<file path="src/rtl/wdog_pkg.sv">
package wdog_pkg;
  localparam int PRE_W = 8;
  localparam int DIV_W = 7;

  localparam logic [7:0]  OFS_CTRL   = 8'h00;
  localparam logic [7:0]  OFS_RELOAD = 8'h04;
  localparam logic [7:0]  OFS_COUNT  = 8'h08;
  localparam logic [15:0] CTRL_INIT  = 16'h8021;

  // Control word layout; bit positions are part of the software contract.
  typedef struct packed {
    logic [PRE_W-1:0] pre;
    logic [1:0]       pad_hi;
    logic             en;
    logic [1:0]       div_sel;
    logic             int_en;
    logic             pad_lo;
    logic             rst_en;
  } ctrl_t;

  // Keep only the stored fields of a written control word.
  function automatic ctrl_t to_ctrl(input logic [15:0] w);
    ctrl_t c;
    c        = ctrl_t'(w);
    c.pad_hi = '0;
    c.pad_lo = '0;
    return c;
  endfunction

  // Divider terminal mask: 16, 32, 64 or 128 input steps.
  function automatic logic [DIV_W-1:0] div_mask(input logic [1:0] sel);
    logic [7:0] span;
    span = 8'd16 << sel;
    return DIV_W'(span - 8'd1);
  endfunction
endpackage

</file>
<file path="src/rtl/wdog_regs.sv">
module wdog_regs
  import wdog_pkg::*;
#(
  parameter int ADDR_W = 8,
  parameter int DATA_W = 16,
  parameter int CNT_W  = 16
) (
  input  logic              clk,
  input  logic              rst,
  input  logic [ADDR_W-1:0] addr,
  input  logic              wr_en,
  input  logic [DATA_W-1:0] wdata,
  input  logic [CNT_W-1:0]  cnt_val,
  output ctrl_t             ctrl,
  output logic [CNT_W-1:0]  reload,
  output logic              cnt_wr,
  output logic              irq_clr,
  output logic [DATA_W-1:0] rdata
);
  localparam logic [CNT_W-1:0] RELOAD_INIT = CNT_W'(1) << (CNT_W - 1);

  logic hit_ctrl, hit_reload, hit_count, hit_any;
  logic unused_bits;

  assign hit_ctrl    = (addr == ADDR_W'(OFS_CTRL));
  assign hit_reload  = (addr == ADDR_W'(OFS_RELOAD));
  assign hit_count   = (addr == ADDR_W'(OFS_COUNT));
  assign hit_any     = hit_ctrl || hit_reload || hit_count;
  assign cnt_wr      = wr_en && hit_count;
  assign irq_clr     = wr_en && hit_ctrl && wdata[1];
  assign unused_bits = ^wdata[7:6];

  always_ff @(posedge clk) begin
    if (rst) begin
      ctrl   <= to_ctrl(CTRL_INIT);
      reload <= RELOAD_INIT;
    end else if (wr_en) begin
      if (hit_ctrl)   ctrl   <= to_ctrl(wdata[15:0]);
      if (hit_reload) reload <= wdata[CNT_W-1:0];
    end
  end

  always_comb begin
    rdata = '0;
    if (hit_ctrl)        rdata = DATA_W'(ctrl);
    else if (hit_reload) rdata = DATA_W'(reload);
    else if (hit_count)  rdata = DATA_W'(cnt_val);
  end


  stray_write_chk: assert property (@(posedge clk) disable iff (rst)
    (wr_en && !hit_any) |=> ($stable(ctrl) && $stable(reload)));


  ctrl_write_chk: assert property (@(posedge clk) disable iff (rst)
    (wr_en && hit_ctrl) |=> (16'(ctrl) ==
      {$past(wdata[15:8]), 2'b00, $past(wdata[5:2]), 1'b0, $past(wdata[0])}));
endmodule

</file>
<file path="src/rtl/wdog_tick.sv">
module wdog_tick
  import wdog_pkg::*;
(
  input  logic             clk,
  input  logic             rst,
  input  logic             en,
  input  logic [PRE_W-1:0] pre,
  input  logic [1:0]       div_sel,
  output logic             tick
);
  logic [PRE_W-1:0] pc;
  logic [DIV_W-1:0] dc;
  logic [DIV_W-1:0] mask;
  logic             pre_wrap;

  assign mask     = div_mask(div_sel);
  assign pre_wrap = (pc >= pre);
  assign tick     = en && pre_wrap && ((dc & mask) == mask);

  // Held at zero while disabled, so a rising enable starts from a clean state.
  always_ff @(posedge clk) begin
    if (rst || !en) begin
      pc <= '0;
      dc <= '0;
    end else if (pre_wrap) begin
      pc <= '0;
      dc <= (dc + 1'b1) & mask;
    end else begin
      pc <= pc + 1'b1;
    end
  end


  enable_rise_clean_chk: assert property (@(posedge clk) disable iff (rst)
    $rose(en) |-> (pc == '0 && dc == '0));
endmodule

</file>
<file path="src/rtl/wdog_core.sv">
module wdog_core #(
  parameter int CNT_W      = 16,
  parameter int RST_CYCLES = 128
) (
  input  logic             clk,
  input  logic             rst,
  input  logic             tick,
  input  logic             cnt_wr,
  input  logic [CNT_W-1:0] cnt_wdata,
  input  logic [CNT_W-1:0] reload,
  input  logic             int_en,
  input  logic             rst_en,
  input  logic             irq_clr,
  output logic [CNT_W-1:0] cnt,
  output logic             expire,
  output logic             irq,
  output logic             rst_req
);
  localparam int RW = $clog2(RST_CYCLES + 1);
  localparam logic [CNT_W-1:0] CNT_INIT = CNT_W'(1) << (CNT_W - 1);

  logic [RW-1:0] rst_left;

  assign expire  = tick && !cnt_wr && (cnt == '0);
  assign rst_req = (rst_left != '0);

  always_ff @(posedge clk) begin
    if (rst)         cnt <= CNT_INIT;
    else if (cnt_wr) cnt <= cnt_wdata;
    else if (expire) cnt <= reload;
    else if (tick)   cnt <= cnt - 1'b1;
  end

  always_ff @(posedge clk) begin
    if (rst)                  irq <= 1'b0;
    else if (expire && int_en) irq <= 1'b1;
    else if (irq_clr)         irq <= 1'b0;
  end

  always_ff @(posedge clk) begin
    if (rst)                   rst_left <= '0;
    else if (expire && rst_en) rst_left <= RW'(RST_CYCLES);
    else if (rst_left != '0)   rst_left <= rst_left - 1'b1;
  end


  cnt_load_chk: assert property (@(posedge clk) disable iff (rst)
    cnt_wr |=> (cnt == $past(cnt_wdata)));


  reload_chk: assert property (@(posedge clk) disable iff (rst)
    expire |=> (cnt == $past(reload)));


  irq_set_chk: assert property (@(posedge clk) disable iff (rst)
    (expire && int_en) |=> irq);


  irq_hold_chk: assert property (@(posedge clk) disable iff (rst)
    (irq && !irq_clr) |=> irq);


  rst_start_chk: assert property (@(posedge clk) disable iff (rst)
    (expire && rst_en) |=> rst_req);


  rst_cause_chk: assert property (@(posedge clk) disable iff (rst)
    $rose(rst_req) |-> $past(expire && rst_en));
endmodule

</file>
<file path="src/rtl/wdog_timer.sv">
module wdog_timer
  import wdog_pkg::*;
#(
  parameter int ADDR_W     = 8,
  parameter int DATA_W     = 16,
  parameter int CNT_W      = 16,
  parameter int RST_CYCLES = 128
) (
  input  logic              clk,
  input  logic              rst,
  input  logic [ADDR_W-1:0] addr,
  input  logic              wr_en,
  input  logic [DATA_W-1:0] wdata,
  output logic [DATA_W-1:0] rdata,
  output logic              irq,
  output logic              rst_req
);
  ctrl_t            ctrl;
  logic [CNT_W-1:0] reload;
  logic [CNT_W-1:0] cnt;
  logic             cnt_wr;
  logic             irq_clr;
  logic             tick;
  logic             expire;

  wdog_regs #(.ADDR_W(ADDR_W), .DATA_W(DATA_W), .CNT_W(CNT_W)) u_regs (
    .clk(clk), .rst(rst), .addr(addr), .wr_en(wr_en), .wdata(wdata),
    .cnt_val(cnt), .ctrl(ctrl), .reload(reload), .cnt_wr(cnt_wr),
    .irq_clr(irq_clr), .rdata(rdata)
  );

  wdog_tick u_tick (
    .clk(clk), .rst(rst), .en(ctrl.en), .pre(ctrl.pre),
    .div_sel(ctrl.div_sel), .tick(tick)
  );

  wdog_core #(.CNT_W(CNT_W), .RST_CYCLES(RST_CYCLES)) u_core (
    .clk(clk), .rst(rst), .tick(tick), .cnt_wr(cnt_wr),
    .cnt_wdata(wdata[CNT_W-1:0]), .reload(reload), .int_en(ctrl.int_en),
    .rst_en(ctrl.rst_en), .irq_clr(irq_clr), .cnt(cnt), .expire(expire),
    .irq(irq), .rst_req(rst_req)
  );


  halt_when_off_chk: assert property (@(posedge clk) disable iff (rst)
    (!ctrl.en && !cnt_wr) |=> $stable(cnt));
endmodule

</file>
<file path="config.mk">
export PLATFORM = sky130hd
export DESIGN_NAME = wdog_timer
export DESIGN_NICKNAME = d
export VERILOG_FILES = /design/src/rtl/wdog_pkg.sv /design/src/rtl/wdog_regs.sv /design/src/rtl/wdog_tick.sv /design/src/rtl/wdog_core.sv /design/src/rtl/wdog_timer.sv
export SDC_FILE = /design/constraint.sdc
export NUM_CORES = 1
export LEC_CHECK = 0
export ABC_CLOCK_PERIOD_IN_PS = 6300
export BUFFER_PORTS_ARGS = -buffer_cell sky130_fd_sc_hd__buf_4
export CORE_MARGIN = 3
export CORE_UTILIZATION = 50
export DETAILED_ROUTE_END_ITERATION = 12
export PLACE_DENSITY_LB_ADDON = 0.1
export REMOVE_ABC_BUFFERS = 1
export SLEW_MARGIN = 0
export SYNTH_ARGS = -nofsm -noshare
export SYNTH_HDL_FRONTEND = slang
export SYNTH_SLANG_ARGS = --single-unit
</file>
<file path="constraint.sdc">
create_clock -name clk -period 6.3 [get_ports clk]
set_input_delay 1.26 -clock clk [delete_from_list [all_inputs] [get_ports clk]]
set_output_delay 1.26 -clock clk [all_outputs]
set_load 0.05 [all_outputs]
</file>
# Word level (Yosys, flattened, before mapping)
# Index checks and enable logic that the tools add are counted.
[word_totals] input_bits=27 elab_cells=56 ramBits=0 latchBits=0 regBits=69 romBits=0 mem_count=0 output_inout_bits=18
[op_classes] reduce_logical=22 n_eq_ne=3 div_mod_pow=0 muxes=10 shift=1 n_addsub=5 n_bitwise=2 n_lt_le_gt_ge=1 mul=0
[ops] op="two-way mux 16 bit" n=6
[ops] op="zero test 16 bit" n=1
[ops] op="two-way mux 8 bit" n=2
[ops] op="subtractor 16 x 1 -> 16 bit (second input constant)" n=1
[ops] op="bitwise AND 7 bit" n=2
[ops] op="logical AND 1 bit" n=9
[ops] op="adder 8 x 1 -> 8 bit (second input constant)" n=1
[ops] op="equality test 8 x 3 -> 1 bit (second input constant)" n=1
[ops] op="equality test 8 x 4 -> 1 bit (second input constant)" n=1
[ops] op=">= comparator 8 bit" n=1
[ops] op="zero test 8 bit" n=1
[ops] op="nonzero test 8 bit" n=1
[ops] op="subtractor 8 x 1 -> 8 bit (second input constant)" n=1
[ops] op="adder 7 x 1 -> 7 bit (second input constant)" n=1
[ops] op="equality test 7 bit" n=1
[ops] op="<< shifter 5 x 2 -> 7 bit (first input constant)" n=1
[ops] op="subtractor 7 x 1 -> 7 bit (second input constant)" n=1
[ops] op="AND reduction 2 bit" n=2
[ops] op="nonzero test 2 bit" n=2
[ops] op="OR reduction 2 bit" n=2
[ops] op="nonzero test 3 bit" n=1
[ops] op="zero test 1 bit" n=2
[ops] op="two-way mux 1 bit" n=2
[ops] op="logical OR 1 bit" n=1

# Longest topological paths before layout
# Gate-level depths: netlist of the first run.
[depth] ltp_word=9 mapped_depth=9 mapped_depth_nobuf=7

# Cells and area by module
# From an unflattened synthesis of the first run, not the netlist that was laid out.
[unflattened] hier_cells=491 area_unflattened_um2=4170.2
[modules_own_cells] mod="wdog_regs" instances=1 seq_area_each_um2=580.6 area_per_inst_um2=1727.9 cells_per_inst=194
[modules_own_cells] mod="wdog_core" instances=1 seq_area_each_um2=500.5 area_per_inst_um2=1579.0 cells_per_inst=191
[modules_own_cells] mod="wdog_tick" instances=1 seq_area_each_um2=300.3 area_per_inst_um2=863.3 cells_per_inst=106

# Least setup slack after synthesis of the first run
# No wires, ideal clock.
[synth_timing] kind="in2out" from="input addr[3]" to="output rdata[10]" cell_stages=6 path_buffers=2 path_slack_ns=2.230 arrival_time_ns=2.810 required_time_ns=5.040 cell_sequence="buf_2 > buf_1 > mux2i_1 > nor2_1 > a21oi_1 > nor2_1"
[synth_via] elab_chain_cells=4 word_cells_on_any_way=6 cone_classes="eq/ne: 2; mux: 3; reduce/logical: 1"
[synth_lines] element="start, declared" line="wdog_timer.sv:11" text="input logic [ADDR_W-1:0] addr,"
[synth_lines] element="equality test 8 x 4 -> 1 bit" line="wdog_regs.sv:27" text="assign hit_count = (addr == ADDR_W'(OFS_COUNT));"
[synth_lines] element="two-way mux 16 bit" line="wdog_regs.sv:47" text="else if (hit_count) rdata = DATA_W'(cnt_val);"
[synth_lines] element="two-way mux 16 bit" line="wdog_regs.sv:46" text="else if (hit_reload) rdata = DATA_W'(reload);"
[synth_lines] element="two-way mux 16 bit *" line="wdog_regs.sv:45" text="if (hit_ctrl) rdata = DATA_W'(ctrl);"
[synth_lines] element="end, declared" line="wdog_timer.sv:14" text="output logic [DATA_W-1:0] rdata,"
# Mark *: on every way between the ends. The rest lies on a longest branch, timed or not.

# Worst setup path after layout of the first run
[layout_timing] from="input addr[1]" to="output rdata[9]"
# The elaborated chain is that of the path after synthesis.

==> results of run 1 <==
## sequential cells by signal (all words and copies together) (netlist names)
name             cells
u_regs.reload       16
u_regs.ctrl         13
u_core.rst_left      8
u_core.cnt          16
u_tick.pc            8
u_tick.dc            7
u_core.irq           1
## worst min path at each step
stage                                    end  cells past startpoint                from
after floorplan                 u_tick.pc[0]                      1        u_tick.pc[0]
after global placement    u_core.rst_left[6]                      2  u_core.rst_left[7]
after detailed placement        u_tick.pc[0]                      1        u_tick.pc[0]
after CTS                       u_tick.dc[1]                      2        u_tick.dc[1]
after global routing            u_tick.dc[1]                      2        u_tick.dc[1]
final                           u_tick.dc[1]                      2        u_tick.dc[1]
## worst max-delay path: cells and delay by family
kind          cells  cell delay, ns
buf+inv           2            0.34
simple gates      3            1.35
## per-layer routing
metal  global-route usage, %  up-vias  routed length [um]  part of all wire (%)
li1                        -     1746                   -                     -
met1                   31.19     1677                4540                    45
met2                   38.40      104                4638                    46
met3                   4.143        7                 760                   7.6
met4                   8.774        0                  95                  0.95
met5                       0        -                   0                     0
## area by class of cell
cell class	instances	area share, %
flip-flops and latches	69	30.69
clock buffers	10	2.836
repair buffers	45	7.506
well taps	99	2.752
multi-input cells	359	52.74
clock inverters	5	1.890
inverters	19	1.585
## synth_stat cells (3+ instances only)
cell	count	area share [%]
mux2_2	3	0.86
nor2_1	80	7.6
dfxtp_1	69	35
xnor2_1	8	1.8
a22oi_1	3	0.57
nand3_1	16	2.0
ha_1	12	3.8
buf_2	7	0.89
mux2i_1	44	11
nor4_1	5	0.79
or4_1	3	0.57
o21ai_0	14	1.8
nor2b_1	3	0.48
or3_1	4	0.63
a21oi_1	31	3.9
and3_1	4	0.63
clkbuf_1	15	1.4
and4_1	3	0.67
nand2_1	39	3.7
xor2_1	13	2.9
o211ai_1	13	2.5
nand4_1	4	0.63
inv_1	19	1.8
nor3_1	14	1.8
o211ai_2	10	3.2
## cells by family (layout without fill, tap and decap cells)
kind of cell / count (synthesis) / in the layout / share of synthesized area (%)
muxes: 48 / 48 / 12.30
buffers and inverters: 45 / 79 / 4.881
AOI/OAI and AO/OA: 89 / 89 / 16.36
and+or+nand+nor: 189 / 189 / 23.01
xor gates and xnor gates: 21 / 21 / 4.659
DFF: 69 / 69 / 34.99
adders and majority gates: 12 / 12 / 3.803
## through the flow
step	util, %	power, uW
after global placement	57.58	673.2
after CTS	60.43	1080
after detailed placement	57.58	678.9
final	60.43	1071
after floorplan	-	620.0
after global routing	60.43	1124
## power by group through the flow
| stage | Clock (uW) | Sequential, uW | Combinational, uW |
|---|---|---|---|
| 6_report | 402 | 481 | 188 |
| 5_1_grt | 427 | 485 | 212 |
| 4_1_cts | 410 | 481 | 189 |
| 3_5_place_dp | 0 | 491 | 188 |
| 3_3_place_gp | 0 | 491 | 182 |
| 2_1_floorplan | 0 | 486 | 134 |
==> summary.txt, run 1 <==
Run status
  – Status: finished, final reports clean

Power
  – Power Dens Cells: 238.0 nW/um^2
  – Logic gate share of total power: 17.5%
  – Switching Share: 29.07%
  – Peak VDD IR: 0.0001192 V
  – P_sw: roughly 310 uW
  – Clock Power Share: 37.5%
  – Int Power: between 700 and 800 uW
  – Leakage: around 0.002 uW
  – Sequential Power Share: 44.9%

Die
  – Starting Density: 53.01%
  – # IOs: 45
  – CORE AREA: 7447 um^2
  – Die X: 94.86 um
  – FP Rows: 31
  – Die area: 8997 um^2
  – Die H: around 95 um

Synthesis
  – Sequential area share after synthesis: between 30% and 40%
  – Synth Flop Type: dfxtp_1
  – Synth Register Bits: 69
  – EDFF count, synth: 0
  – Cell count after synthesis: 473
  – Unique masters post-synth: 55
  – Synth warn: 0
  – Post-Synthesis Cell Area: 3948 um^2
  – Mean Syn Cell Area: 8.346 um^2
  – Post-synth ARST share: 0%

Clocking
  – H-tree depth: 3
  – TritonCTS buffer count: 9
  – # resized after CTS: 0
  – CTS tree: yes
  – Worst skew pair latency: 0.35 ns
  – Cts hold-fix bufs: 0
  – Root Buffer: clkbuf_8
  – Total clock sinks: just under 70
  – Clock transition at path regs: 0.08 ns
  – Clock Path Buffers: 2
  – Post-CTS repair timing setup buffer count: 0

Global routing
  – Global-route wire length before repair: 16.53 mm
  – Total GRT Usage: 23.60%
  – GR Overflow Total: 0
  – Largest net degree at the start of global routing: 37
  – Vias in the first global route: 3412
  – Initial antenna violation count: 0

Cells and area
  – Final net count: approximately 540
  – # diodes: 0
  – Multi-input logic area: 2374 um^2
  – Finished Layout Cells: a little over 600
  – Most common cell after layout, fill and taps aside: nor2_1
  – Design Area, Final: 4501 um^2
  – Register area: ~1400 um^2
  – Share of cells above drive strength 1: 15.78%
  – Fill cell count: 709
  – Commonest cells after routing, fill and taps aside: nor2_1, dfxtp_1, buf_4, mux2i_1, nand2_1
  – Area delta synth->final: 14.01%

Drt
  – DRT Pass-1 Iters: 4
  – Vias per Instance: 5.832
  – Routed via count: 3534
  – Wire per inst: 16.56 um
  – DRC: 0
  – Final WL: about 10 mm
  – Starting DRC count in detailed routing: 172
  – Remaining antenna violation count: 0

Timing
  – Fin crit share: 67.06%
  – Slew HR: 24.16%
  – Setup TNS: 0 ns
  – Worst Hold Margin: between 0.4 and 0.5 ns
  – Post-route minimum period: 4.225 ns
  – Slew Viols, Final: 0
  – Setup clock skew after layout: roughly 0.0084 ns
  – Final setup violation count: 0
  – Final WS setup: 2.075 ns
  – Final Hold Viols: 0
  – RSZ-0062 raised after global routing: no
  – Max Clk Rate: around 240 MHz
  – Worst-Margin Slew: roughly 1.1 ns

Critical path
  – Crit path DAT: 2.96 ns
  – Slowest CP cell: nand2_1
  – R2r setup slk: 3.12 ns
  – Reg-to-Reg End: u_core.cnt[9]
  – Crit start category: primary input
  – Worst path required time: 5.04 ns
  – Reg2reg start: u_tick.pc[0]
  – Crit end category: primary output
  – Crit-path cells: buf_4, nor4_1, nand2_1, nor2_1, buf_4
  – Crit path from: addr[1]
  – Most used cell, CP: buf_4
  – FF-to-FF path depth: 7
  – Worst setup path end: rdata[9]
  – Critical setup path kind: primary input to primary output
  – CP max FO: 16
  – Slowest Stage Delay on Critical Path: 0.56 ns

Placed design
  – DP Cell Count: around 600
  – Placed wire-length estimate: a little under 7 mm
  – Pre-CTS setup slack: 2.083 ns
  – Gpl congestion: 0.8573
  – Placed instance area: 4288 um^2
  – PortBufs: 44

Hold path
  – Hold crit path type: flop to flop

Job
  – Max-cap violation count: 0
Note: power is estimated with default switching activity, not from simulation.
==> run 2: changes to the inputs <==
--- a/config.mk
+++ b/config.mk
@@ -5,7 +5,7 @@
 export SDC_FILE = /design/constraint.sdc
 export NUM_CORES = 1
 export LEC_CHECK = 0
-export ABC_CLOCK_PERIOD_IN_PS = 6300
+export ABC_CLOCK_PERIOD_IN_PS = 3730
 export BUFFER_PORTS_ARGS = -buffer_cell sky130_fd_sc_hd__buf_4
 export CORE_MARGIN = 3
 export CORE_UTILIZATION = 50
==> constraint.sdc (replaced) <==
create_clock -name clk -period 3.73 [get_ports clk]
set_input_delay 0.746 -clock clk [delete_from_list [all_inputs] [get_ports clk]]
set_output_delay 0.746 -clock clk [all_outputs]
set_load 0.05 [all_outputs]
==> summary.txt, run 2 (same netlist as run 1, synthesis figures left out) <==
Run status
  – Status: finished, final reports clean

Power
  – Power Dens Cells: 424.6 nW/um^2 (+78%)
  – Design Power: 1955 uW (+83%)
  – Sequential Power Share: 41.8% (-3.1 points)
  – Switching Share: 26.49% (-2.6 points)
  – Clock Power Share: 42.1% (+4.6 points)
  – Logic gate share of total power: 16.1% (-1.4 points)
  – Leakage: 0.002116 uW (+3.0%)
  – Int Power: 1437 uW (+89%)
  – P_sw: 517.9 uW (+66%)
  – Peak VDD IR: 0.0002631 V (+120%)

Timing
  – Final Hold Viols: 0 (unchanged)
  – RSZ-0062 raised after global routing: no
  – Max Clk Rate: 326.6 MHz
  – Worst-Margin Slew: 1.073 ns (-0.05049 ns)
  – Post-route minimum period: 3.062 ns
  – Final WS setup: 0.6684 ns (-1.407 ns)
  – Fin crit share: 82.08%
  – Setup TNS: 0 ns (unchanged)
  – Final setup violation count: 0 (unchanged)
  – Slew HR: 27.57% (+3.4 points)
  – Setup clock skew after layout: 0.006476 ns (-0.001911 ns)
  – Slew Viols, Final: 0 (unchanged)

Global routing
  – Total GRT Usage: 24.11% (+0.51 points)
  – Vias in the first global route: 3397 (-0.44%)
  – Initial antenna violation count: 0 (unchanged)
  – GR Overflow Total: 0 (unchanged)
  – Largest net degree at the start of global routing: 37 (unchanged)
  – Global-route wire length before repair: 16.99 mm (+2.8%)

Clocking
  – Worst skew pair latency: 0.35 ns (about the same)
  – # resized after CTS: 0 (unchanged)
  – TritonCTS buffer count: 9 (unchanged)
  – Clock Path Buffers: 2 (unchanged)
  – Clock transition at path regs: 0.07 ns (about the same)
  – Root Buffer: clkbuf_8
  – CTS tree: yes
  – Total clock sinks: 69 (unchanged)
  – Cts hold-fix bufs: 0 (unchanged)
  – Post-CTS repair timing setup buffer count: 0 (unchanged)
  – H-tree depth: 3 (unchanged)

Die
  – Die X: 94.86 um (unchanged)
  – # IOs: 45 (unchanged)
  – Starting Density: 53.01% (unchanged)
  – FP Rows: 31 (unchanged)
  – Die H: 94.86 um (unchanged)
  – Die area: 8997 um^2 (unchanged)
  – CORE AREA: 7447 um^2 (unchanged)

Placed design
  – Placed wire-length estimate: 7.074 mm (+1.9%)
  – PortBufs: 44 (unchanged)
  – Gpl congestion: 0.8677 (+1.2%)
  – DP Cell Count: 597 (+1.0%)
  – Pre-CTS setup slack: 0.6958 ns (-1.387 ns)

Drt
  – Starting DRC count in detailed routing: 204 (+19%)
  – Final WL: 10.21 mm (+1.8%)
  – Vias per Instance: 5.737 (-1.6%)
  – Routed length on met3: 665 um (-13%)
  – DRC: 0 (unchanged)
  – Top sig layer: met4
  – Remaining antenna violation count: 0 (unchanged)
  – Wire per inst: 16.66 um (+0.59%)
  – Metal2 WL: 4.755 mm (+2.5%)
  – DRT Pass-1 Iters: 4 (unchanged)
  – M1 wire length: 4.645 mm (+2.3%)
  – Routed via count: 3517 (-0.48%)

Cells and area
  – Multi-input logic area: 2374 um^2 (unchanged)
  – Biggest regs: u_core.cnt: 16 flops, u_regs.reload: 16 flops, u_regs.ctrl: 13 flops
  – Share of cells above drive strength 1: 17.12% (+1.3 points)
  – # diodes: 0 (unchanged)
  – Finished Layout Cells: 613 (+1.2%)
  – Final Util: 61.83% (+1.4 points)
  – Most common cell after layout, fill and taps aside: nor2_1
  – Area delta synth->final: 16.64%
  – Commonest cells after routing, fill and taps aside: nor2_1, dfxtp_1, buf_4, mux2i_1, nand2_1
  – Fill cell count: 695 (-2.0%)
  – Final net count: 548 (+1.1%)
  – Register area: 1381 um^2 (unchanged)

Critical path
  – Critical setup path kind: primary input to primary output
  – CP max FO: 9 (-7)
  – Crit path DAT: 2.32 ns (-0.64 ns)
  – Worst path required time: 2.98 ns (-2.06 ns)
  – Crit end category: primary output
  – Crit start category: primary input

Hold path
  – Hold crit path type: flop to flop

Job
  – Max-cap violation count: 0 (unchanged)
[run 2: worst max-delay path: stages]
cell     delay [ns]
buf_4          0.11
nor4_1         0.50
nand2_1        0.36
buf_4          0.29
nor2_1         0.11
buf_4          0.20
[run 2: final timing paths]
| path | slack (ns) | startpoint | cells past startpoint | end |
|---|---|---|---|---|
| hold reg to reg | 0.50 | u_core.rst_left[7] | 2 | u_core.rst_left[6] |
| setup / recovery | 0.67 | addr[1] | 6 | rdata[13] |
| hold / removal | 0.50 | u_core.rst_left[7] | 2 | u_core.rst_left[6] |
| setup reg to reg | 0.87 | u_tick.pc[0] | 7 | u_core.cnt[9] |
[run 2: final cells by class]
class	instances	area share [%]
Clock buffer	10	2.989
Clock inverter	6	2.908
Tap cell	99	2.690
Sequential cell	69	30.00
Timing Repair Buffer	51	8.315
Multi-Input combinational cell	359	51.55
Inverter	19	1.549
[run 2: routing by layer]
metal | up-vias | track usage (%)
met5 | - | 0
met4 | 0 | 6.490
met3 | 14 | 4.701
met2 | 92 | 39.28
met1 | 1658 | 32.53
li1 | 1753 | -
[run 2: power by group through the flow]
stage                     registers (uW)  clock network, uW  logic, uW
after floorplan                      821                  0        226
after global placement               829                  0        310
after detailed placement             831                  0        316
after CTS                            815                834        316
after global routing                 821                865        355
final                                817                823        316
[run 2: stage by stage]
step / hold slack (ns) / area (um^2)
after floorplan: 0.4486 / 3826
after global placement: 0.4709 / 4333
after detailed placement: 0.4849 / 4333
after CTS: 0.5008 / 4604
after global routing: 0.5198 / 4604
final: 0.4958 / 4604
==> run 3: changes to the inputs <==
--- a/config.mk
+++ b/config.mk
@@ -5,7 +5,8 @@
 export SDC_FILE = /design/constraint.sdc
 export NUM_CORES = 1
 export LEC_CHECK = 0
-export ABC_CLOCK_PERIOD_IN_PS = 3730
+export ABC_AREA = 1
+export ABC_CLOCK_PERIOD_IN_PS = 3100
 export BUFFER_PORTS_ARGS = -buffer_cell sky130_fd_sc_hd__buf_4
 export CORE_MARGIN = 3
 export CORE_UTILIZATION = 50
==> constraint.sdc (replaced) <==
create_clock -name clk -period 3.1 [get_ports clk]
set_input_delay 0.62 -clock clk [delete_from_list [all_inputs] [get_ports clk]]
set_output_delay 0.62 -clock clk [all_outputs]
set_load 0.05 [all_outputs]
==> summary.txt, run 3 <==
Cells and area
  – Design Area, Final: 4534 um^2 (-1.5%)
  – # diodes: 0 (unchanged)
  – Fill cell count: 718 (+3.3%)
  – Area delta synth->final: 16.19%
  – Share of cells above drive strength 1: 13.30% (-3.8 points)
  – Final net count: 675 (+23%)
  – Biggest regs: u_core.cnt: 16 flops, u_regs.reload: 16 flops, u_regs.ctrl: 13 flops
  – Register area: 1381 um^2 (unchanged)
  – Multi-input logic area: 2177 um^2 (-8.3%)
  – Commonest cells after routing, fill and taps aside: nand2_1, nor2_1, dfxtp_1, inv_1, buf_4
  – Most common cell after layout, fill and taps aside: nand2_1

Hold path
  – Min-Delay Endpoint: u_tick.dc[6]
  – Hold crit path type: flop to flop
  – Worst hold stages: 2 (unchanged)
  – Min-Delay Startpoint: u_tick.dc[6]

Timing
  – Fin crit share: 88.94%
  – Slew HR: 65.06% (+37 points)
  – Setup clock skew after layout: 0.005653 ns (-0.0008238 ns)
  – Final setup violation count: 0 (unchanged)
  – Worst-Margin Slew: 0.5229 ns (-0.5499 ns)
  – Final Hold Viols: 0 (unchanged)
  – Max Clk Rate: 362.7 MHz
  – Setup TNS: 0 ns (unchanged)
  – Slew Viols, Final: 0 (unchanged)
  – Post-route minimum period: 2.757 ns
  – Worst Hold Margin: 0.4567 ns (-0.03914 ns)
  – RSZ-0062 raised after global routing: no

Run status
  – Status: finished, final reports clean

Synthesis
  – Most frequent cell after synthesis: nand2_1
  – Top cell type by total area after synthesis: dfxtp_1
  – Synth Register Bits: 69 (unchanged)
  – Sequential area share after synthesis: 35.40% (+0.40 points)
  – Cell count after synthesis: 587 (+24%)
  – Post-synth top cells: nand2_1, nor2_1, dfxtp_1, inv_1, o21ai_0
  – Post-Synthesis Cell Area: 3902 um^2 (-1.1%)
  – Unique masters post-synth: 38 (-31%)
  – EDFF count, synth: 0 (unchanged)
  – Synth Flop Type: dfxtp_1
  – Mean Syn Cell Area: 6.648 um^2 (-20%)
  – Synth top area share: 35.40% (+0.40 points)
  – Synth area leaders: dfxtp_1, nand2_1, nor2_1
  – Synth warn: 0 (unchanged)
  – Post-synth ARST share: 0% (unchanged)

Clocking
  – Worst skew pair latency: 0.34 ns (about the same)
  – Clock transition at path regs: 0.07 ns (about the same)
  – Clock Path Buffers: 2 (unchanged)
  – Cts hold-fix bufs: 0 (unchanged)
  – Root Buffer: clkbuf_8
  – Post-CTS repair timing setup buffer count: 0 (unchanged)
  – CTS tree: yes
  – H-tree depth: 3 (unchanged)
  – TritonCTS buffer count: 9 (unchanged)
  – # resized after CTS: 0 (unchanged)
  – Total clock sinks: 69 (unchanged)

Power
  – Peak VDD IR: 0.0002021 V (-23%)
  – Clock Power Share: 34.2% (-7.9 points)
  – Int Power: 1478 uW (+2.9%)
  – Leakage: 0.002120 uW (+0.21%)
  – Switching Share: 29.24% (+2.7 points)
  – P_sw: 610.8 uW (+18%)
  – Sequential Power Share: 46.2% (+4.4 points)
  – Logic gate share of total power: 19.6% (+3.5 points)
  – Power Dens Cells: 460.7 nW/um^2 (+8.5%)

Critical path
  – Worst path required time: 2.48 ns (-0.50 ns)
  – Crit end category: primary output
  – Critical setup path kind: primary input to primary output
  – Crit-path cells: buf_4, nor2_1, nor3b_4, nand2_1, inv_1, nand2_1, o211ai_1, buf_4
  – R2r setup slk: 0.77 ns (-0.10 ns)
  – Crit path DAT: 2.14 ns (-0.18 ns)
  – CP max FO: 7 (-2)
  – FF-to-FF path depth: 11 (+4)
  – Slowest Stage Delay on Critical Path: 0.31 ns (-0.19 ns)
  – Crit start category: primary input
  – Reg-to-Reg End: u_core.cnt[5]
  – Slowest CP cell: inv_1
  – Reg2reg start: u_core.cnt[0]

Job
  – Max-cap violation count: 0 (unchanged)

Drt
  – Vias per Instance: 5.320 (-7.3%)
  – Starting DRC count in detailed routing: 265 (+30%)
  – Routed via count: 3926 (+12%)
  – DRC: 0 (unchanged)
  – Final WL: 10.46 mm (+2.5%)
  – DRT Pass-1 Iters: 5 (+1)
  – Remaining antenna violation count: 0 (unchanged)
  – Wire per inst: 14.18 um (-15%)

Die
  – Die H: 94.35 um (-0.54%)
  – CORE AREA: 7408 um^2 (-0.52%)
  – Die area: 8901 um^2 (-1.1%)
  – # IOs: 45 (unchanged)
  – FP Rows: 31 (unchanged)
  – Die X: 94.35 um (-0.54%)
  – Starting Density: 52.68% (-0.33 points)

Placed design
  – Placed wire-length estimate: 7.594 mm (+7.4%)
  – PortBufs: 44 (unchanged)
  – Placed instance area: 4354 um^2 (+0.49%)
  – Gpl congestion: 0.9122 (+5.1%)

Global routing
  – Global-route wire length before repair: 17.57 mm (+3.4%)
  – Vias in the first global route: 3687 (+8.5%)
  – GR Overflow Total: 0 (unchanged)
  – Total GRT Usage: 25.04% (+0.93 points)
  – Largest net degree at the start of global routing: 32 (-14%)
  – Initial antenna violation count: 0 (unchanged)
run 3: power by group through the flow:
| stage | clock network, uW | logic, uW | registers (uW) |
|---|---|---|---|
| floorplan | 0 | 301 | 978 |
| global placement | 0 | 393 | 983 |
| detailed placement | 0 | 406 | 984 |
| CTS | 734 | 408 | 965 |
| global route | 762 | 470 | 970 |
| finish | 715 | 409 | 965 |
run 3: worst max-delay path by stage:
stage	slack [ns]	from	cells past startpoint	to
finish	0.34	addr[7]	8	rdata[4]
global placement	0.44	addr[7]	8	rdata[4]
global route	0.26	addr[7]	8	rdata[12]
detailed placement	0.38	addr[1]	8	rdata[4]
floorplan	0.27	addr[7]	4	rdata[0]
CTS	0.37	addr[1]	8	rdata[4]
run 3: final cells by class:
class | instances | share of cell area (%)
multi-input cells | 432 | 48.01
well taps | 99 | 2.732
clock buffers | 12 | 3.201
inverters | 69 | 5.712
flip-flops and latches | 69 | 30.46
clock inverters | 2 | 0.7726
repair buffers | 55 | 9.106
run 3: per-layer routing:
metal | share of wire [%] | vias up | routed length, um | global-route usage [%]
met3 | 5.5 | 14 | 579 | 5.418
met4 | 1.5 | 0 | 152 | 6.619
met1 | 46 | 1804 | 4855 | 32.53
li1 | - | 2001 | - | -
met2 | 47 | 107 | 4875 | 42.14
met5 | 0 | - | 0 | 0
run 3: kinds of logic (layout without fill, tap and decap cells):
| group | Yosys count | count (layout) | synth area share [%] |
|---|---|---|---|
| DFF | 69 | 69 | 35.40 |
| xor gates and xnor gates | 17 | 17 | 3.816 |
| adders and majority gates | 12 | 12 | 3.847 |
| AOI/OAI and AO/OA | 104 | 104 | 14.81 |
| buffers and inverters | 86 | 138 | 8.817 |
| and+or+nand+nor | 299 | 299 | 33.31 |
run 3: worst max-delay path, delay by kind of cell:
family | cells | cell delay, ns
buf+inv | 3 | 0.67
compound gates | 1 | 0.15
simple gates | 4 | 0.70
run 3: metrics by stage:
| step | instances | setup WS (ns) | power [uW] | utilization, % |
|---|---|---|---|---|
| 2_1_floorplan | 570 | 0.2714 | 1279 | - |
| 3_3_place_gp | 724 | 0.4384 | 1376 | 58.77 |
| 3_5_place_dp | 724 | 0.3761 | 1390 | 58.77 |
| 4_1_cts | 738 | 0.3717 | 2107 | 61.21 |
| 5_1_grt | 738 | 0.2642 | 2202 | 61.21 |
| 6_report | 738 | 0.3428 | 2089 | 61.21 |
